[src/rtl/rmw_pkg.sv]
package rmw_pkg;

  localparam int OP_W = 4;

  typedef enum logic [OP_W-1:0] {
    OP_NEG = 4'd0,
    OP_COM = 4'd1,
    OP_TST = 4'd2,
    OP_CLR = 4'd3,
    OP_INC = 4'd4,
    OP_DEC = 4'd5,
    OP_LSL = 4'd6,
    OP_ROL = 4'd7,
    OP_ASR = 4'd8,
    OP_LSR = 4'd9,
    OP_ROR = 4'd10
  } rmw_op_e;

  localparam logic [OP_W-1:0] OP_LAST = 4'd10;

endpackage

[src/rtl/rmw_arith.sv]
module rmw_arith
  import rmw_pkg::*;
#(
  parameter int W = 8
) (
  input  logic [OP_W-1:0] op,
  input  logic [W-1:0]    operand,
  input  logic            carry_in,
  output logic            hit,
  output logic [W-1:0]    value,
  output logic [W-1:0]    flag_src,
  output logic            carry_out
);

  localparam logic [W-1:0] ONE = W'(1);

  logic [W:0] neg_ext;

  always_comb neg_ext = {1'b0, {W{1'b0}}} - {1'b0, operand};

  always_comb begin
    hit       = 1'b1;
    value     = operand;
    flag_src  = operand;
    carry_out = carry_in;
    case (rmw_op_e'(op))
      OP_NEG: begin
        value     = neg_ext[W-1:0];
        flag_src  = neg_ext[W-1:0];
        carry_out = neg_ext[W];
      end
      OP_COM: begin
        value     = ~operand;
        flag_src  = ~operand;
        carry_out = 1'b1;
      end
      OP_TST: begin
        value     = operand;
        flag_src  = neg_ext[W-1:0];
      end
      OP_CLR: begin
        value     = '0;
        flag_src  = '0;
      end
      OP_INC: begin
        value     = operand + ONE;
        flag_src  = operand + ONE;
      end
      OP_DEC: begin
        value     = operand - ONE;
        flag_src  = operand - ONE;
      end
      default: hit = 1'b0;
    endcase
  end

endmodule

[src/rtl/rmw_shifter.sv]
module rmw_shifter
  import rmw_pkg::*;
#(
  parameter int W = 8
) (
  input  logic [OP_W-1:0] op,
  input  logic [W-1:0]    operand,
  input  logic            carry_in,
  output logic            hit,
  output logic [W-1:0]    value,
  output logic            carry_out
);

  logic left;
  logic fill;

  always_comb begin
    hit  = 1'b1;
    left = 1'b0;
    fill = 1'b0;
    case (rmw_op_e'(op))
      OP_LSL: begin left = 1'b1; fill = 1'b0;           end
      OP_ROL: begin left = 1'b1; fill = carry_in;       end
      OP_ASR: begin left = 1'b0; fill = operand[W-1];   end
      OP_LSR: begin left = 1'b0; fill = 1'b0;           end
      OP_ROR: begin left = 1'b0; fill = carry_in;       end
      default: hit = 1'b0;
    endcase
  end

  always_comb begin
    if (left) begin
      value     = {operand[W-2:0], fill};
      carry_out = operand[W-1];
    end else begin
      value     = {fill, operand[W-1:1]};
      carry_out = operand[0];
    end
  end

endmodule

[src/rtl/rmw_unit.sv]
module rmw_unit
  import rmw_pkg::*;
#(
  parameter int W = 8
) (
  input  logic            clk,
  input  logic            rst,
  input  logic            start,
  input  logic [OP_W-1:0] op,
  input  logic [W-1:0]    operand,
  input  logic            carry_in,
  output logic [W-1:0]    result,
  output logic            flag_n,
  output logic            flag_z,
  output logic            flag_c,
  output logic            done
);

  logic         ar_hit, sh_hit;
  logic [W-1:0] ar_val, ar_flag, sh_val;
  logic         ar_c, sh_c;

  rmw_arith #(.W(W)) arith_i (
    .op(op), .operand(operand), .carry_in(carry_in),
    .hit(ar_hit), .value(ar_val), .flag_src(ar_flag), .carry_out(ar_c)
  );

  rmw_shifter #(.W(W)) shift_i (
    .op(op), .operand(operand), .carry_in(carry_in),
    .hit(sh_hit), .value(sh_val), .carry_out(sh_c)
  );

  logic         nxt_hit;
  logic [W-1:0] nxt_val, nxt_flag;
  logic         nxt_c;

  always_comb begin
    nxt_hit  = ar_hit | sh_hit;
    nxt_val  = sh_hit ? sh_val : ar_val;
    nxt_flag = sh_hit ? sh_val : ar_flag;
    nxt_c    = sh_hit ? sh_c   : ar_c;
  end

  always_ff @(posedge clk) begin
    if (rst) begin
      result <= '0;
      flag_n <= 1'b0;
      flag_z <= 1'b0;
      flag_c <= 1'b0;
      done   <= 1'b0;
    end else begin
      done <= start;
      if (start && nxt_hit) begin
        result <= nxt_val;
        flag_n <= nxt_flag[W-1];
        flag_z <= (nxt_flag == '0);
        flag_c <= nxt_c;
      end
    end
  end

  // done follows start by exactly one edge
  a_r1_done_after_start: assert property (@(posedge clk) disable iff (rst)
    start |=> done);
  a_r1_no_spurious_done: assert property (@(posedge clk) disable iff (rst)
    !start |=> !done);
  a_r1_idle_holds: assert property (@(posedge clk) disable iff (rst)
    !start |=> $stable(result) && $stable(flag_c));

  // complement forces carry high
  a_r4_com_carry: assert property (@(posedge clk) disable iff (rst)
    (start && op == OP_COM) |=> flag_c);

  // clear gives zero with carry passed through
  a_r6_clr_zero: assert property (@(posedge clk) disable iff (rst)
    (start && op == OP_CLR) |=> (result == '0) && flag_z && !flag_n
                                && (flag_c == $past(carry_in)));

  // rotate left feeds old carry into bit 0 and old bit 7 into carry
  a_r7_rol_bits: assert property (@(posedge clk) disable iff (rst)
    (start && op == OP_ROL) |=> (result[0] == $past(carry_in))
                                && (flag_c == $past(operand[W-1])));

  // rotate right feeds old carry into bit 7 and old bit 0 into carry
  a_r8_ror_bits: assert property (@(posedge clk) disable iff (rst)
    (start && op == OP_ROR) |=> (result[W-1] == $past(carry_in))
                                && (flag_c == $past(operand[0])));

  // N and Z describe the stored result for all codes but test
  a_r9_nz_match: assert property (@(posedge clk) disable iff (rst)
    (start && op != OP_TST && op <= OP_LAST) |=>
      (flag_z == (result == '0)) && (flag_n == result[W-1]));

  // unknown codes keep the previous state
  a_r10_unknown_hold: assert property (@(posedge clk) disable iff (rst)
    (start && op > OP_LAST) |=> $stable(result) && $stable(flag_n)
                                && $stable(flag_z) && $stable(flag_c));

  // reset clears the outputs
  a_r11_reset_clear: assert property (@(posedge clk)
    rst |=> (result == '0) && !done && !flag_n && !flag_z && !flag_c);

endmodule

[config.mk]
export PLATFORM = sky130hd
export DESIGN_NAME = rmw_unit
export DESIGN_NICKNAME = d
export VERILOG_FILES = /design/src/rtl/rmw_pkg.sv /design/src/rtl/rmw_arith.sv /design/src/rtl/rmw_shifter.sv /design/src/rtl/rmw_unit.sv
export SDC_FILE = /design/constraint.sdc
export NUM_CORES = 1
export LEC_CHECK = 0
export BUFFER_PORTS_ARGS = -buffer_cell sky130_fd_sc_hd__buf_2
export CORE_MARGIN = 3
export CORE_UTILIZATION = 40
export CTS_CLUSTER_SIZE = 8
export DETAILED_ROUTE_END_ITERATION = 12
export HOLD_SLACK_MARGIN = 0.02
export MAX_ROUTING_LAYER = met4
export PLACE_DENSITY = 0.68
export SYNTH_ARGS = -nofsm -noshare
export SYNTH_HDL_FRONTEND = slang
export SYNTH_SLANG_ARGS = --single-unit
export TNS_END_PERCENT = 1
[constraint.sdc]
create_clock -name clk -period 2.7 [get_ports clk]
set_input_delay 0.405 -clock clk [delete_from_list [all_inputs] [get_ports clk]]
set_output_delay 0.405 -clock clk [all_outputs]
set_load 0.02 [all_outputs]
==> tab_implementation.tex <==
\begin{tabular}{lr}
\hline
Metric & Value \\
\hline
\multicolumn{2}{l}{\textbf{Layout}} \\
Fraction of final layout cells with drive strength greater than 1 & 18.7\% \\
Cell area after layout & 1770 um\^{}2 \\
Number of nets in the layout & roughly 270 \\
Count of inserted antenna diode cells & 0 \\
Utilization after layout & 47.6\% \\
Most common library cell in the layout ignoring fill and taps & sky130\_fd\_sc\_hd\_\_buf\_2 \\
Highest-count cells in the layout ignoring fill and taps & sky130\_fd\_sc\_hd\_\_buf\_2 (27), sky130\_fd\_sc\_hd\_\_nor2\_1 (25), sky130\_fd\_sc\_hd\_\_nand2\_1 (24) \\
Fill cell count & $\sim$400 \\
Final cell count without fillers & 300 \\
Layout area overhead & 13.5\% \\
\multicolumn{2}{l}{\textbf{Logic synthesis}} \\
FF+latch count, synth & 12 \\
Number of flops mapped to enable cells by yosys & 0 \\
Fraction of the mapped netlist area in adder cells & under 10\% \\
Unique cell type count in the Yosys netlist & 58 \\
Portion of the post-synthesis area used by sequential elements & 15.4\% \\
Simple-gate share of the synthesized area & 31.2\% \\
Ys async rst share & 0\% \\
Largest family of logic cells by synthesized area & compound AO/OA/AOI/OAI gates \\
Count of mapped cells out of synthesis & 232 \\
Complex-gate fraction of the synthesized area & 38.6\% \\
Post-synthesis instance area & roughly 1600 um\^{}2 \\
Mux contribution to synthesized area & 2.57\% \\
Synth Area per Inst & 6.73 um\^{}2 \\
Main synth FF type & sky130\_fd\_sc\_hd\_\_dfxtp\_1 \\
Xor/xnor cell area share of the yosys netlist & 1.68\% \\
Synth warnings & 0 \\
Synth Net Count & 251 \\
\multicolumn{2}{l}{\textbf{Timing}} \\
Endpoints failing setup & 0 \\
Minimum clock period & 2390 ps \\
Fin. Hold Viols & 0 \\
Rel. slew slack & roughly 52\% \\
Accumulated negative setup slack & 0 ps \\
Highest attainable clock frequency & about 420 MHz \\
Final number of max-transition violations & 0 \\
Share of the cycle needed by the critical path after routing & roughly nine tenths \\
RSZ-0062 raised after global routing & false \\
Measured slew at the worst slew-check pin & 714 ps \\
Post-route clock skew & 0 ps \\
\multicolumn{2}{l}{\textbf{Route}} \\
Drt wl/cell & 16.3 um \\
Number of remaining DRC errors & 0 \\
Final antenna-violating net count & 0 \\
Post-Route WL & 4900 um \\
Initial DRC Count & about 270 \\
Number of optimization iterations in the first detailed-route pass & 5 \\
Via density per instance & approximately 6.5 \\
Number of vias in the routed layout & about 1,900 \\
\multicolumn{2}{l}{\textbf{Floorplan}} \\
Initial standard-cell utilization of the core & 42.0\% \\
Area of the core & 3720 um\^{}2 \\
Die ar. & 4690 um\^{}2 \\
Core Rows & 22 \\
Total I/O pin count & 28 \\
Height of the die & 68.5 um \\
Horizontal die dimension & about 68 um \\
\multicolumn{2}{l}{\textbf{Worst setup path}} \\
WP data required & 2860 ps \\
CP Capture Type & flop \\
Classification of the worst setup path & in -> reg \\
Arrival @ worst endpoint & $\sim$2600 ps \\
Type of origin of the critical path & input port \\
Maximum net fanout on the critical path & 11 \\
\multicolumn{2}{l}{\textbf{Global routing}} \\
Antenna violations before repair & 0 \\
Global-route wire length before repair & roughly 8000 um \\
Via count of the first global-routing pass & approximately 1,700 \\
All-Layer GR Usage & approximately 23\% \\
Largest net degree at the start of global routing & 23 \\
Grt ovf & 0 \\
\multicolumn{2}{l}{\textbf{Clocking}} \\
Clock transition at the register clock pins on the worst setup and hold paths after CTS & $\sim$50 ps \\
Clock latency of the later-clocked register in the worst-skew pair & 230 ps \\
Setup repair bufs after CTS & 0 \\
Sink count of the clock tree & 12 \\
Root buffer cell & sky130\_fd\_sc\_hd\_\_clkbuf\_8 \\
TritonCTS clock tree & done \\
Hold bufs inserted after CTS & 0 \\
CTS-repair resized insts & 0 \\
Clock Tree Buf Depth & 2 \\
Max H-tree Level & 1 \\
CTS Buf Count & 3 \\
\multicolumn{2}{l}{\textbf{Placement}} \\
Post-place instance area & 1730 um\^{}2 \\
Total half-perimeter wirelength after legalization and detailed placement & 3670 um \\
Placed Cells & 297 \\
Placer's final routability congestion estimate & 0.891 \\
Count of buffers from port buffering & 27 \\
\multicolumn{2}{l}{\textbf{Hold path}} \\
Hold/Removal Path Class & in -> reg \\
\multicolumn{2}{l}{\textbf{Outcome}} \\
Status & completed \\
\multicolumn{2}{l}{\textbf{Power}} \\
Max rail drop VDD & 0.249 mV \\
Leakage power & 0.000688 uW \\
Power per unit of standard cell area & 343 nW/um\^{}2 \\
\multicolumn{2}{l}{\textbf{Run}} \\
Max-capacitance violation count & 0 \\
\hline
\end{tabular}
[final timing paths]
kind / cells after the start / slack (ps) / start / endpoint
worst max register to register: 2 / 1910 / result[7] / result[7]
worst min register to register: 2 / 460 / result[0] / result[0]
worst min-delay path: 2 / 410 / start / done
worst max-delay path: 9 / 310 / operand[1] / flag_z
[logic make-up (layout without fill, tap and decap cells)]
| group | count (synthesis) | after routing |
|---|---|---|
| AO/OA/AOI/OAI | 88 | 88 |
| XOR/XNOR | 3 | 3 |
| adder cells (fa/ha/maj) | 3 | 3 |
| buffers and inverters | 28 | 48 |
| flip-flops | 12 | 12 |
| multiplexers | 4 | 4 |
| AND/OR/NAND/NOR | 94 | 94 |
[synthesized netlist by cell type, drive strengths merged (3+ instances only)]
cell type / n / area, um^2
nor2: 25 / 93.8
nand2: 24 / 90.1
o21ai: 23 / 115
a21oi: 20 / 100
dfxtp: 12 / 240
nand3: 11 / 55.1
clkbuf: 10 / 37.5
buf: 9 / 56.3
inv: 9 / 33.8
nor3: 9 / 55.1
nand2b: 5 / 31.3
a211oi: 4 / 35.0
a221o: 4 / 40.0
a31oi: 4 / 25.0
mux2i: 4 / 40.0
nor3b: 4 / 35.0
a221oi: 3 / 26.3
a22oi: 3 / 22.5
a32oi: 3 / 26.3
ha: 3 / 37.5
o211ai: 3 / 22.5
or4: 3 / 26.3
[layer usage]
layer	up-vias	track usage [%]	routed length (um)
met5	-	-	0
met4	0	2.73	33
met3	6	3.28	509
met2	122	34.9	2290
met1	885	32.5	2060
li1	925	-	-
[metrics by stage]
stage | hold slack, ps | worst slack [ps] | power [uW]
after floorplan | 477 | 146 | 379
after global placement | 446 | 78.2 | 451
after detailed placement | 455 | 76.3 | 449
after CTS | 406 | 334 | 609
after global routing | 427 | 63.6 | 647
final | 411 | 309 | 607
[report_power, final]
group / internal, uW / switching (uW)
registers: 191 / 5.98
logic: 92.9 / 161
clock network: 97.5 / 57.3
total: 382 / 225
[sequential cells by signal, indices dropped and copies added (netlist names)]
signal	cells
result	8
done	1
flag_c	1
flag_n	1
flag_z	1
[cell type report]
class	count	area (um^2)	share of cell area (%)
Tap cell	48	60.1	3.39
Inverter	9	33.8	1.91
Clock buffer	3	41.3	2.33
Timing Repair Buffer	36	203	11.4
Multi-Input combinational cell	192	1190	67.3
Sequential cell	12	240	13.6
[worst max-delay path: stages]
cell	delay, ps
sky130_fd_sc_hd__buf_2	110
sky130_fd_sc_hd__buf_4	170
sky130_fd_sc_hd__nor3_2	300
sky130_fd_sc_hd__nand3_1	220
sky130_fd_sc_hd__xnor2_1	190
sky130_fd_sc_hd__a32oi_1	240
sky130_fd_sc_hd__a31oi_1	170
sky130_fd_sc_hd__or4_4	570
sky130_fd_sc_hd__a211oi_2	170
Note: power is estimated with default switching activity, not from simulation.
